==> src/rtl/rpp_pkg.sv <==
// Package: shared register selectors and window layout for the ring pair block.
// Assumes the register window is 4 KB and that the registers are 32-bit words.
package rpp_pkg;
    localparam int WIN_BITS = 12;
    localparam int REG_W    = 32;

    typedef enum logic [1:0] {
        SEL_REQ_HEAD = 2'd0,
        SEL_REQ_TAIL = 2'd1,
        SEL_RSP_HEAD = 2'd2,
        SEL_RSP_TAIL = 2'd3
    } reg_sel_e;
endpackage

==> src/rtl/rpp_ring_ptrs.sv <==
// Module: one ring's index pair. One index is written by the host and the
// other is advanced by device strobes. DEV_IS_PRODUCER picks which end the
// device owns, and that decides whether an advance is gated by empty or by full.
// Assumes DEPTH is a power of two, so wrapping is plain truncation.
module rpp_ring_ptrs #(
    parameter int DEPTH           = 16,
    parameter bit DEV_IS_PRODUCER = 1'b0,
    parameter int IDX_W           = $clog2(DEPTH)
) (
    input  logic             clk,
    input  logic             rst_n,
    input  logic             host_wen,
    input  logic [IDX_W-1:0] host_wdata,
    input  logic             dev_adv,
    output logic             dev_accept,
    output logic [IDX_W-1:0] dev_idx,
    output logic [IDX_W-1:0] host_idx,
    output logic             empty,
    output logic             full
);
    logic [IDX_W-1:0] prod_idx;
    logic [IDX_W-1:0] cons_idx;

    // Map the owned ends onto producer and consumer, and gate the device advance.
    generate
        if (DEV_IS_PRODUCER) begin : g_dev_prod
            assign prod_idx   = dev_idx;
            assign cons_idx   = host_idx;
            assign dev_accept = dev_adv && !full;
        end else begin : g_dev_cons
            assign prod_idx   = host_idx;
            assign cons_idx   = dev_idx;
            assign dev_accept = dev_adv && !empty;
        end
    endgenerate

    // Occupancy flags; one slot is kept free so that full and empty differ.
    always_comb begin
        empty = (prod_idx == cons_idx);
        full  = ((prod_idx + IDX_W'(1)) == cons_idx);
    end

    // Device-owned index: steps by one on an accepted advance and wraps.
    always_ff @(posedge clk) begin
        if (!rst_n)          dev_idx <= '0;
        else if (dev_accept) dev_idx <= dev_idx + IDX_W'(1);
    end

    // Host-owned index: loads the written value.
    always_ff @(posedge clk) begin
        if (!rst_n)        host_idx <= '0;
        else if (host_wen) host_idx <= host_wdata;
    end

    // a refused advance leaves the device index unchanged
    a_r6_refused_holds: assert property (@(posedge clk) disable iff (!rst_n)
        (dev_adv && !dev_accept) |=> $stable(dev_idx));

    // the host-owned index moves only on a host write
    a_r2_host_idx_write_only: assert property (@(posedge clk) disable iff (!rst_n)
        !host_wen |=> $stable(host_idx));
endmodule

==> src/rtl/rpp_irq_gen.sv <==
// Module: interrupt decision for the response ring. It pulses irq one cycle
// after an accepted push into an empty ring, or after an accepted push whose
// force flag is allowed by configuration.
// Assumes rsp_empty reflects the ring before the push is applied.
module rpp_irq_gen (
    input  logic clk,
    input  logic rst_n,
    input  logic push_acc,
    input  logic rsp_empty,
    input  logic force_flag,
    input  logic force_en,
    output logic irq
);
    logic fire;

    // An edge into non-empty, or an enabled forced completion, requests a pulse.
    always_comb fire = push_acc && (rsp_empty || (force_flag && force_en));

    // Register the request as a single-cycle pulse.
    always_ff @(posedge clk) begin
        if (!rst_n) irq <= 1'b0;
        else        irq <= fire;
    end

    // every pulse is caused by an accepted push in the previous cycle
    a_r7_pulse_from_push: assert property (@(posedge clk) disable iff (!rst_n)
        irq |-> $past(push_acc));
endmodule

==> src/rtl/rpp_addr_calc.sv <==
// Module: host byte addresses of the next request slot to fetch and the
// next response slot to fill. The request ring occupies the start of the
// shared region and the response ring follows it.
// Assumes the element sizes are constants and that the sums wrap at ADDR_W bits.
module rpp_addr_calc #(
    parameter int DEPTH          = 16,
    parameter int ADDR_W         = 64,
    parameter int REQ_ELEM_BYTES = 64,
    parameter int RSP_ELEM_BYTES = 4,
    parameter int IDX_W          = $clog2(DEPTH)
) (
    input  logic [ADDR_W-1:0] base,
    input  logic [IDX_W-1:0]  req_idx,
    input  logic [IDX_W-1:0]  rsp_idx,
    output logic [ADDR_W-1:0] req_addr,
    output logic [ADDR_W-1:0] rsp_addr
);
    localparam logic [ADDR_W-1:0] RSP_REGION = ADDR_W'(DEPTH * REQ_ELEM_BYTES);
    localparam logic [ADDR_W-1:0] REQ_STRIDE = ADDR_W'(REQ_ELEM_BYTES);
    localparam logic [ADDR_W-1:0] RSP_STRIDE = ADDR_W'(RSP_ELEM_BYTES);

    // Address = region start + index * element size.
    always_comb begin
        req_addr = base + ADDR_W'(req_idx) * REQ_STRIDE;
        rsp_addr = base + RSP_REGION + ADDR_W'(rsp_idx) * RSP_STRIDE;
    end
endmodule

==> src/rtl/ring_pair_ptrs.sv <==
// Module: top of one channel. It decodes the host register window, holds
// the request and response ring indices, raises the coalesced interrupt
// and computes the slot addresses.
// Assumes DEPTH is a power of two no larger than 2**32, and that reads are
// combinational with no side effects.
module ring_pair_ptrs #(
    parameter int DEPTH          = 16,
    parameter int ADDR_W         = 64,
    parameter int REQ_ELEM_BYTES = 64,
    parameter int RSP_ELEM_BYTES = 4
) (
    input  logic                      clk,
    input  logic                      rst_n,
    input  logic                      reg_wen,
    input  logic [rpp_pkg::WIN_BITS-1:0] reg_addr,
    input  logic [rpp_pkg::REG_W-1:0] reg_wdata,
    output logic [rpp_pkg::REG_W-1:0] reg_rdata,
    input  logic                      dev_req_consume,
    output logic                      req_pending,
    input  logic                      dev_rsp_push,
    input  logic                      dev_rsp_force,
    output logic                      rsp_full,
    input  logic                      cfg_force_en,
    input  logic [ADDR_W-1:0]         cfg_ring_base,
    output logic [ADDR_W-1:0]         req_entry_addr,
    output logic [ADDR_W-1:0]         rsp_entry_addr,
    output logic                      irq
);
    import rpp_pkg::*;

    localparam int IDX_W = $clog2(DEPTH);

    logic             hit;
    reg_sel_e         sel;
    logic             wr_req_tail, wr_rsp_head;
    logic [IDX_W-1:0] req_head, req_tail, rsp_head, rsp_tail;
    logic             req_empty, req_full_unused, req_acc_unused;
    logic             rsp_empty, rsp_push_acc;

    // Decode: word-aligned offsets 0x0..0xC in the window hit a register.
    always_comb begin
        hit         = (reg_addr[WIN_BITS-1:4] == '0) && (reg_addr[1:0] == 2'b00);
        sel         = reg_sel_e'(reg_addr[3:2]);
        wr_req_tail = reg_wen && hit && (sel == SEL_REQ_TAIL);
        wr_rsp_head = reg_wen && hit && (sel == SEL_RSP_HEAD);
    end

    // Read mux: zero-extended index, zero for unmapped offsets.
    always_comb begin
        reg_rdata = '0;
        if (hit) begin
            case (sel)
                SEL_REQ_HEAD: reg_rdata = REG_W'(req_head);
                SEL_REQ_TAIL: reg_rdata = REG_W'(req_tail);
                SEL_RSP_HEAD: reg_rdata = REG_W'(rsp_head);
                default:      reg_rdata = REG_W'(rsp_tail);
            endcase
        end
    end

    // Request ring: host produces at the tail, device consumes at the head.
    rpp_ring_ptrs #(.DEPTH(DEPTH), .DEV_IS_PRODUCER(1'b0)) u_req (
        .clk        (clk),
        .rst_n      (rst_n),
        .host_wen   (wr_req_tail),
        .host_wdata (reg_wdata[IDX_W-1:0]),
        .dev_adv    (dev_req_consume),
        .dev_accept (req_acc_unused),
        .dev_idx    (req_head),
        .host_idx   (req_tail),
        .empty      (req_empty),
        .full       (req_full_unused)
    );

    // Response ring: device produces at the tail, host consumes at the head.
    rpp_ring_ptrs #(.DEPTH(DEPTH), .DEV_IS_PRODUCER(1'b1)) u_rsp (
        .clk        (clk),
        .rst_n      (rst_n),
        .host_wen   (wr_rsp_head),
        .host_wdata (reg_wdata[IDX_W-1:0]),
        .dev_adv    (dev_rsp_push),
        .dev_accept (rsp_push_acc),
        .dev_idx    (rsp_tail),
        .host_idx   (rsp_head),
        .empty      (rsp_empty),
        .full       (rsp_full)
    );

    // Status output for the fetch logic.
    always_comb req_pending = !req_empty;

    // Coalesced interrupt decision.
    rpp_irq_gen u_irq (
        .clk        (clk),
        .rst_n      (rst_n),
        .push_acc   (rsp_push_acc),
        .rsp_empty  (rsp_empty),
        .force_flag (dev_rsp_force),
        .force_en   (cfg_force_en),
        .irq        (irq)
    );

    // Slot address arithmetic.
    rpp_addr_calc #(
        .DEPTH(DEPTH), .ADDR_W(ADDR_W),
        .REQ_ELEM_BYTES(REQ_ELEM_BYTES), .RSP_ELEM_BYTES(RSP_ELEM_BYTES)
    ) u_addr (
        .base     (cfg_ring_base),
        .req_idx  (req_head),
        .rsp_idx  (rsp_tail),
        .req_addr (req_entry_addr),
        .rsp_addr (rsp_entry_addr)
    );

    // a host write to the request head offset does not move it
    a_r3_ro_req_head: assert property (@(posedge clk) disable iff (!rst_n)
        (reg_wen && reg_addr == 12'h000 && !dev_req_consume) |=> $stable(req_head));

    // an unforced push into a non-empty response ring raises nothing
    a_r8_no_irq_nonempty: assert property (@(posedge clk) disable iff (!rst_n)
        (dev_rsp_push && !rsp_full && (rsp_head != rsp_tail)
         && !(dev_rsp_force && cfg_force_en)) |=> !irq);

    // a push into a full ring leaves the tail in place
    a_r6_full_push_stalls: assert property (@(posedge clk) disable iff (!rst_n)
        (dev_rsp_push && rsp_full) |=> $stable(rsp_tail));
endmodule

==> config.mk <==
export PLATFORM = sky130hd
export DESIGN_NAME = ring_pair_ptrs
export DESIGN_NICKNAME = d
export VERILOG_FILES = /design/src/rtl/rpp_pkg.sv /design/src/rtl/rpp_ring_ptrs.sv /design/src/rtl/rpp_irq_gen.sv /design/src/rtl/rpp_addr_calc.sv /design/src/rtl/ring_pair_ptrs.sv
export SDC_FILE = /design/constraint.sdc
export NUM_CORES = 1
export LEC_CHECK = 0
export BUFFER_PORTS_ARGS = -buffer_cell sky130_fd_sc_hd__buf_2
export CAP_MARGIN = 25
export CORE_ASPECT_RATIO = 0.5
export CORE_MARGIN = 2
export CORE_UTILIZATION = 47
export CTS_BUF_LIST = sky130_fd_sc_hd__clkbuf_16
export DETAILED_ROUTE_END_ITERATION = 16
export PLACE_DENSITY = 0.93
export SLEW_MARGIN = 20
export SYNTH_ARGS = -nofsm -noshare
export SYNTH_HDL_FRONTEND = slang
export SYNTH_HIERARCHICAL = 1
export SYNTH_SLANG_ARGS = --single-unit
==> constraint.sdc <==
create_clock -name clk -period 7.3 [get_ports clk]
set_clock_uncertainty 0.15 [all_clocks]
set_input_delay 1.095 -clock clk [delete_from_list [all_inputs] [get_ports clk]]
set_output_delay 1.095 -clock clk [all_outputs]
set_load 0.02 [all_outputs]
Yosys cells after proc, flatten, opt, wreduce, memory -nomap -nowiden. Index checks and enable logic that the tools add are counted.

Register bits after elaboration: 17. Bits of input ports: 115.

Add/sub/neg operators: 5. Equal/unequal tests: 5. Multiplexer cells: 2. Reduce and logical (&&, ||, !) cells: 14.

Operators by type and width (count): 64-bit by 10-bit adder with 64-bit output (1); 64-bit by 11-bit adder with 64-bit output (second input constant) (1); 64-bit by 6-bit adder with 64-bit output (1); 4-bit equality test (3); 4-bit one-hot mux with 3 select lines (1); 4-bit by 1-bit adder with 4-bit output (second input constant) (2); 1-bit logical AND (8); 8-bit logical NOT (1); 2-bit logical NOT (2); 4-bit 2-to-1 mux (1); 2-bit by 1-bit equality test with 1-bit output (second input constant) (1); 2-bit equality test (second input constant) (1); 1-bit logical NOT (2); 1-bit logical OR (1).

Longest topological paths before layout. Gate-level depths: netlist (run 1).

Depth after elaboration: 5. Depth in mapped cells: 9.

Hierarchy. Netlist (run 1), hierarchy kept.

Modules (own cells, without submodules): rpp_addr_calc (instances 1, cells an instance 435, area each 2816.5 µm²); rpp_ring_ptrs at u_rsp (instances 1, cells an instance 56, area each 518.0 µm²); rpp_ring_ptrs at u_req (instances 1, cells an instance 45, area each 441.7 µm²); ring_pair_ptrs (instances 1, cells an instance 46, area each 407.9 µm²); rpp_irq_gen (instances 1, cells an instance 4, area each 32.5 µm²).

Worst setup path before layout (run 1). Ideal clock, no wire load.

Kind: input-to-output. From: input cfg_ring_base[2]. To: output rsp_entry_addr[48]. Data arrival time: 3.321 ns. Required time: 6.055 ns. Path slack: 2.734 ns. Stages on the path: 8. Buffers on the path: 0. Path through: ha_1 -> inv_1 -> fa_1 -> nand2b_1 -> a211oi_1 -> o21ai_1 -> nor4_1 -> xor2_1.

Cells in the longest elaborated chain, start to end: 2.

Ends and longest elaborated chain: start: declaration (line ring_pair_ptrs.sv:24) `input logic [ADDR_W-1:0] cfg_ring_base,`; 64-bit by 11-bit adder with 64-bit output (line rpp_addr_calc.sv:25) `rsp_addr = base + RSP_REGION + ADDR_W'(rsp_idx) * RSP_STRIDE;`; 64-bit by 6-bit adder with 64-bit output (line rpp_addr_calc.sv:25); end: declaration (line ring_pair_ptrs.sv:26) `output logic [ADDR_W-1:0] rsp_entry_addr,`.

Every way passes these cells.

Final worst setup path (run 1).
From: input cfg_ring_base[2]. To: output rsp_entry_addr[34].

The elaborated chain is that of the path after synthesis.

==> results.tsv, run 1 <==
metric	value	unit
final_cells	872	
die_h	70.53	µm
gp_congestion	0.9260	
worstPathArrival	4050	ps
crit_family	compound AO/OA/AOI/OAI gates	
setup_tns	0	ps
start_kind	input pin	
rows	24	
max_stage_delay	740	ps
r2r_cells	5	
cp.required	6050	ps
io_buffers	215	
clkTransAtPathRegs	50	ps
crit_path_max_fanout	6	
leakage	2.298	nW
cts_sinks	17	
drtIter0Drc	565	
dp_hpwl	11.92	mm
cts-root-buf	clkbuf_16	
rsz0062_at_grt	no	
core	8648	µm²
fillers	819	
setup_viol	0	
cp-end-kind	output pin	
drive_gt1_share	31.92	%
route.detailed.drc	0	
cts_made_buffers	3	
reg2reg_slack	5160	ps
maxCapViolCount	0	
syn_avg_cell_area	7.198	µm²
via_per_inst	5.780	
grt_pass1_vias	4509	
wl_per_cell	16.88	µm
die_w	137.1	µm
initial_core_util	48.10	%
final_max_slew_viol_count	0	
area_growth	23.76	%
cts_hold_buffers	0	
clk_latency	250	ps
syn-instance-count	578	
cp_slowest_cell	a211oi_1	
worst-path-buf-inv	3	
grt_max_degree	23	
final_nets	883	
cp_cell_sequence	buf_2 > ha_1 > inv_1 > fa_1 > nand2b_1 > a211oi_1 > o2111ai_1 > nor4_1 > xor2_1 > buf_2	
r2r_start	u_rsp/dev_idx[0]	
postPlaceCellArea	5069	µm²
hold_path.startpoint	u_req/dev_idx[3]	
whs_endpoint	u_req/dev_idx[3]	
slew_headroom	37.58	%
r2r_end	u_rsp/dev_idx[3]	
drt_pass1_iterations	8	
finalPower	0.4725	mW
post_cts_buffers	0	
path_common_cell	buf_2	
antenna_found_initial	0	
dp_cells	868	
clk_path_buf_depth	2	
drt.antenna.violating_nets	0	
synth_warnings	6	
hp-class	register to register	
io_pins	278	
outcome	completed	
hold_depth	2	
period_share	72.51	%
vias	5040	
drt_wl_total	14.72	mm
fmax	188.9	MHz
cts_tree	built	
period_minus_slack	5294	ps
gr-total-overflow	0	
grtUsageTotal	28.46	%
syn-cell-area	4160	µm²
worstMarginPinSlew	933.3	ps
path_class	input pin to output pin	
diodes	0	
ir_drop	96.34	µV
cts_max_level	1	
hold_viol	0	
design.die.area	9666	µm²
p_per_area	91.77	nW/µm²
ctsResizeCount	0	
grt_pass1_wl	22.32	mm
final_area	5149	µm²
-- where the power goes --
group | total (mW) | leakage (nW) | switching, mW | internal [mW]
clock network | 0.112 | 0.0409 | 0.0388 | 0.0734
registers | 0.102 | 0.137 | 0.00639 | 0.0957
logic | 0.258 | 2.12 | 0.171 | 0.0868
-- metrics by stage --
stage | util (%) | setup slack [ps] | hold slack [ps]
after global placement | 58.61 | 2115 | 365.6
after CTS | 59.53 | 2077 | 406.0
after detailed placement | 58.61 | 2095 | 398.5
after floorplan | - | 2734 | 344.0
after global routing | 59.53 | 1776 | 433.1
final | 59.53 | 2006 | 398.8
-- tightest hold or removal path, stage by stage, from the launching register on --
cell and delay [ps]:
dfxtp_1 350, o21ai_0 90, a21boi_1 60
-- layer usage --
| metal | track usage [%] | vias to the layer above | routed length (µm) |
|---|---|---|---|
| li1 | - | 2345 | - |
| met1 | 36.24 | 2315 | 5594 |
| met2 | 50.19 | 324 | 7170 |
| met3 | 3.922 | 56 | 1567 |
| met4 | 8.133 | 0 | 385 |
| met5 | 0 | - | 0 |
-- worst max path at each step --
stage,start,to,slack (ps),cells past startpoint
2_1_floorplan,cfg_ring_base[2],rsp_entry_addr[48],2730,8
3_3_place_gp,cfg_ring_base[2],rsp_entry_addr[48],2120,10
3_5_place_dp,cfg_ring_base[2],rsp_entry_addr[34],2100,10
4_1_cts,cfg_ring_base[2],rsp_entry_addr[34],2080,10
5_1_grt,cfg_ring_base[2],rsp_entry_addr[48],1780,10
6_report,cfg_ring_base[2],rsp_entry_addr[34],2010,10
-- area by class of cell --
class	count	area, µm²	share of cell area (%)
Timing Repair Buffer	216	1084	21.04
Clock buffer	3	75.07	1.458
Inverter	13	48.80	0.9478
Tap cell	117	146.4	2.843
Multi-Input combinational cell	505	3450	67.00
Clock inverter	1	5.005	0.09721
Sequential cell	17	340.3	6.610
-- placed cells by master, fill, tap and decap left out, drive strengths merged, types with 2 or more instances in the layout --
| cell | instances |
|---|---|
| buf | 216 |
| and3b | 2 |
| a211oi | 3 |
| nand4 | 43 |
| nor2b | 10 |
| clkbuf | 3 |
| ha | 10 |
| and2 | 6 |
| fa | 2 |
| a31oi | 3 |
| xnor2 | 37 |
| nand2 | 36 |
| or2 | 3 |
| inv | 13 |
| nand2b | 5 |
| mux4 | 4 |
| o211ai | 3 |
| mux2i | 8 |
| o31a | 2 |
| o21ai | 7 |
| and4 | 11 |
| nor2 | 68 |
| o2111ai | 3 |
| and3 | 4 |
| a21oi | 7 |
| xor2 | 89 |
| nor4 | 33 |
| nand3b | 6 |
| conb | 28 |
| nand3 | 29 |
| or3 | 5 |
| a21boi | 2 |
| nor3 | 25 |
| dfxtp | 17 |
-- sequential cells by signal, summed over array words and instances, names as in the netlist --
register        count
u_irq/irq           1
u_rsp/host_idx      4
u_req/dev_idx       4
u_req/host_idx      4
u_rsp/dev_idx       4
No activity file was read; power rests on OpenSTA's default activity.
==> run 2, diff against run 1 <==
--- a/config.mk
+++ b/config.mk
@@ -9,10 +9,10 @@
 export CAP_MARGIN = 25
 export CORE_ASPECT_RATIO = 0.5
 export CORE_MARGIN = 2
-export CORE_UTILIZATION = 47
+export CORE_UTILIZATION = 44
 export CTS_BUF_LIST = sky130_fd_sc_hd__clkbuf_16
 export DETAILED_ROUTE_END_ITERATION = 16
-export PLACE_DENSITY = 0.93
+export PLACE_DENSITY = 0.88
 export SLEW_MARGIN = 20
 export SYNTH_ARGS = -nofsm -noshare
 export SYNTH_HDL_FRONTEND = slang
==> constraint.sdc (replaced) <==
create_clock -name clk -period 5.4 [get_ports clk]
set_clock_uncertainty 0.15 [all_clocks]
set_input_delay 0.81 -clock clk [delete_from_list [all_inputs] [get_ports clk]]
set_output_delay 0.81 -clock clk [all_outputs]
set_load 0.02 [all_outputs]
==> run 2 against run 1 <==
Total power up 35%. First-iteration DRC count down 22%. Final cell count up 0.80%. Die area up 6.5%. Combinational power up 35%. Worst setup slack worse by 970 ps. Global-route usage down 1.7 points. Critical path depth unchanged. Non-clock buffer count up 3.
==> results.tsv, run 2 (synthesis gave the netlist of run 1 again) <==
metric	value	unit
final_nets	886	
gp_congestion	0.9615	
power.share.clock	23.9	%
hold_path.startpoint	u_req/dev_idx[3]	
worstPathArrival	3400	ps
die_w	141.5	µm
rows	25	
r2r_end	u_rsp/dev_idx[3]	
dp_cells	875	
period_minus_slack	4361	ps
hold_depth	2	
drtIter0Drc	441	
grt_pass1_vias	4490	
post_cts_buffers	0	
die_h	72.76	µm
final_max_slew_viol_count	0	
path_class	input pin to output pin	
grt_max_degree	23	
grt_pass1_wl	22.15	mm
cp.required	4440	ps
clkTransAtPathRegs	50	ps
drt_pass1_iterations	6	
io_pins	278	
start_kind	input pin	
drt_wl_total	14.82	mm
final_area	5170	µm²
cts_made_buffers	3	
clk_latency	250	ps
cts_sinks	17	
final_cell_mix	215 x buf_2, 88 x xor2_1, 68 x nor2_1, 41 x nand4_1, 37 x xnor2_1	
whs_endpoint	u_req/dev_idx[3]	
crit_family	simple AND/OR/NAND/NOR gates	
max_stage_delay	440	ps
io_buffers	215	
outcome	completed	
reg2reg_slack	3240	ps
drt.antenna.violating_nets	0	
clk_path_buf_depth	2	
period_share	80.76	%
final_common_cell	buf_2	
grtUsageTotal	26.80	%
core	9321	µm²
route.detailed.drc	0	
setup_viol	0	
leakage	2.312	nW
final_cells	879	
hp-class	register to register	
swShare	45.78	%
r2r_cells	5	
ir_drop	203.7	µV
slew_headroom	50.00	%
power_frac_comb	54.5	%
maxCapViolCount	0	
via_per_inst	5.703	
ctsResizeCount	0	
setup_tns	0	ps
r2r_start	u_rsp/dev_idx[0]	
area_growth	24.27	%
p_int	0.3462	mW
path_common_cell	buf_2	
diodes	0	
rsz0062_at_grt	no	
worst-path-buf-inv	3	
hold_ws	398.6	ps
vias	5013	
utilization	55.46	%
cp_slowest_cell	nor4_1	
sequentialPowerShare	21.6	%
cts-root-buf	clkbuf_16	
initial_core_util	44.63	%
p_switching	0.2923	mW
cp_num_cells	10	
cp-end-kind	output pin	
fmax	229.3	MHz
postPlaceCellArea	5090	µm²
antenna_found_initial	0	
worstMarginPinSlew	749.3	ps
cts_hold_buffers	0	
cp_cell_sequence	buf_2 > ha_1 > inv_1 > fa_1 > nor2b_1 > o31a_1 > nand2_1 > nor4_1 > xor2_1 > buf_2	
drive_gt1_share	32.06	%
gr-total-overflow	0	
wl_per_cell	16.86	µm
p_per_area	123.5	nW/µm²
crit_path_max_fanout	10	
hold_viol	0	
cts_tree	built	
design.die.area	10300	µm²
cts_max_level	1	
dp_hpwl	11.88	mm
[run 2: cell count changes in the layout (fill, tap and decap cells not counted)]
| cell | delta |
|---|---|
| buf_4 | +3 |
| a31oi_2 | -1 |
| a31oi_1 | +1 |
[run 2: power groups by stage]
stage	logic [mW]	clock network, mW	registers, mW
6_report	0.348	0.153	0.138
5_1_grt	0.372	0.161	0.139
4_1_cts	0.345	0.156	0.138
2_1_floorplan	0.241	0	0.139
3_3_place_gp	0.341	0	0.141
3_5_place_dp	0.343	0	0.141
[run 2: final cells by class]
class                   count  area [µm²]
fillers                   917        4151
flip-flops and latches     17       340.3
clock buffers               3       75.07
multi-input cells         505        3443
repair buffers            219        1106
clock inverters             1       5.005
well taps                 121       151.4
inverters                  13       48.80
[run 2: stage by stage]
| step | total power, mW | setup WS (ps) |
|---|---|---|
| 2_1_floorplan | 0.3801 | 1404 |
| 3_3_place_gp | 0.4823 | 1151 |
| 3_5_place_dp | 0.4839 | 1161 |
| 4_1_cts | 0.6391 | 1153 |
| 5_1_grt | 0.6714 | 902.0 |
| 6_report | 0.6384 | 1039 |
[run 2: worst reg2reg max path: stages, from the launching register on]
cell,delay (ps)
dfxtp_1,560
ha_1,340
xnor2_1,380
and3_4,280
nor3_1,50
o31a_1,280
[run 2: per-layer routing]
layer	global-route usage, %	up-vias	routed length, µm
met4	8.333	0	294
met5	0	-	0
met2	48.06	285	7376
met1	34.16	2342	5784
met3	3.412	36	1362
li1	-	2350	-
[run 2: how the worst max path moves through the flow]
stage	start	to	slack, ps
after global placement	cfg_ring_base[6]	req_entry_addr[34]	1150
after CTS	cfg_ring_base[6]	req_entry_addr[34]	1150
after detailed placement	cfg_ring_base[6]	req_entry_addr[34]	1160
after global routing	u_rsp/dev_idx[0]	rsp_entry_addr[34]	900
after floorplan	cfg_ring_base[2]	rsp_entry_addr[48]	1400
final	cfg_ring_base[6]	req_entry_addr[48]	1040
==> run 3, diff against run 2 <==
--- a/config.mk
+++ b/config.mk
@@ -5,14 +5,15 @@
 export SDC_FILE = /design/constraint.sdc
 export NUM_CORES = 1
 export LEC_CHECK = 0
+export ABC_AREA = 1
 export BUFFER_PORTS_ARGS = -buffer_cell sky130_fd_sc_hd__buf_2
 export CAP_MARGIN = 25
 export CORE_ASPECT_RATIO = 0.5
 export CORE_MARGIN = 2
-export CORE_UTILIZATION = 44
+export CORE_UTILIZATION = 43
 export CTS_BUF_LIST = sky130_fd_sc_hd__clkbuf_16
 export DETAILED_ROUTE_END_ITERATION = 16
-export PLACE_DENSITY = 0.88
+export PLACE_DENSITY = 0.85
 export SLEW_MARGIN = 20
 export SYNTH_ARGS = -nofsm -noshare
 export SYNTH_HDL_FRONTEND = slang
==> constraint.sdc (replaced) <==
create_clock -name clk -period 3.85 [get_ports clk]
set_clock_uncertainty 0.15 [all_clocks]
set_input_delay 0.5775 -clock clk [delete_from_list [all_inputs] [get_ports clk]]
set_output_delay 0.5775 -clock clk [all_outputs]
set_load 0.02 [all_outputs]
==> run 3 against run 2 <==
Non-clock buffer count down 4. Sequential power up 46%. Critical path depth up 2. Clock-buffer cell count unchanged. Core utilization down 1.3 points. Wire length up 25%. Synthesized area up 27%. Worst setup slack worse by 800 ps. Via count up 37%. Largest cell class unchanged. Sequential share of layout area down 1.3 points. Clock power up 35%.
==> results.tsv, run 3 <==
metric	value	unit
final_area	6437	µm²
max_stage_delay	510	ps
wl_per_cell	13.54	µm
grt_max_degree	18	
design.die.area	13220	µm²
clkTransAtPathRegs	50	ps
path_class	register to output pin	
period_minus_slack	3607	ps
cts_hold_buffers	0	
syn_avg_cell_area	5.295	µm²
cp-end-kind	output pin	
hp-class	register to register	
outcome	completed	
worstPathArrival	2880	ps
cp_cell_sequence	ha_1 > inv_1 > fa_1 > inv_1 > nand2_1 > nand2_1 > nand2_1 > nor2_1 > nand2_1 > nand2_2 > xor2_1 > buf_2	
path_common_cell	nand2_1	
antenna_found_initial	1	
layout_setup_ws	243.3	ps
fillers	1222	
maxCapViolCount	0	
multiInputGateArea	4199	µm²
drt_wl_total	18.50	mm
clk_path_buf_depth	2	
cp_slowest_cell	dfxtp_1	
die_h	82.31	µm
io_pins	278	
rows	28	
worstMarginPinSlew	569.7	ps
grt_pass1_vias	6058	
crit_path_max_fanout	8	
pre_cts_slack	411.4	ps
cts-root-buf	clkbuf_16	
setup_tns	0	ps
crit_family	simple AND/OR/NAND/NOR gates	
final_common_cell	nand2_1	
post_cts_buffers	0	
final_nets	1330	
leakage	3.549	nW
syn-cell-area	5274	µm²
ir_drop	141.1	µV
diodes	0	
reg2reg_slack	2110	ps
cts_sinks	17	
hold_viol	0	
finalPower	1.019	mW
ctsResizeCount	0	
postPlaceCellArea	6359	µm²
clk_latency	250	ps
die_w	160.6	µm
worst-path-buf-inv	3	
vias	6868	
period_share	93.68	%
final_cell_mix	340 x nand2_1, 215 x buf_2, 132 x inv_1, 129 x nor2_1, 93 x nand3_1	
synth_warnings	6	
via_per_inst	5.024	
dp_hpwl	16.14	mm
syn-instance-count	996	
cts_made_buffers	3	
route.detailed.drc	0	
drt_pass1_iterations	6	
area_growth	22.06	%
cp.required	3120	ps
area.sequential	340.3	µm²
initial_core_util	44.41	%
slew_headroom	61.91	%
gr-total-overflow	0	
rsz0062_at_grt	no	
cts_max_level	1	
fmax	277.3	MHz
hold_ws	347.1	ps
cts_tree	built	
final_max_slew_viol_count	0	
io_buffers	215	
drt.antenna.violating_nets	0	
drtIter0Drc	553	
core	11880	µm²
drive_gt1_share	25.62	%
grt_pass1_wl	28.41	mm
start_kind	register	
p_per_area	158.3	nW/µm²
grtUsageTotal	26.66	%
gp_congestion	1.004	
setup_viol	0	
==> run 3: tightest hold or removal path: stages (launching register included) <==
cell     delay, ps
dfxtp_1        320
inv_1           70
a21oi_1         50
==> run 3: power by group <==
part	leakage, nW	internal (mW)	total (mW)	switching, mW
combinational	3.37	0.191	0.611	0.419
clock	0.0423	0.138	0.207	0.0688
sequential	0.138	0.184	0.201	0.0174
==> run 3: per-layer routing <==
metal  vias up  share of wire, %  track usage, %
li1       3420                 -               -
met1      3066                41           32.98
met2       337                47           48.62
met3        43                10           3.946
met4         2               2.4           8.919
met5         -             0.070               0
==> run 3: path summary, 6_finish.rpt <==
check | start | end | depth (start not counted)
worst max-delay path | u_rsp/dev_idx[0] | rsp_entry_addr[24] | 12
worst min-delay path | u_rsp/host_idx[3] | u_rsp/host_idx[3] | 2
worst max register to register | u_rsp/dev_idx[0] | u_rsp/dev_idx[1] | 9
worst min register to register | u_rsp/host_idx[3] | u_rsp/host_idx[3] | 2
==> run 3: area by class of cell <==
class | instances | area share, %
clock inverter | 1 | 0.05831
sequential | 17 | 5.287
clock buffer | 3 | 1.166
inverter | 143 | 8.338
tap | 165 | 3.207
multi-input combinational | 823 | 65.23
timing repair buffer | 215 | 16.72
==> run 3: stage by stage <==
step	utilization, %	std cells
after floorplan	-	1023
after CTS	54.20	1367
after global routing	54.20	1367
after global placement	53.54	1363
after detailed placement	53.54	1363
final	54.20	1367
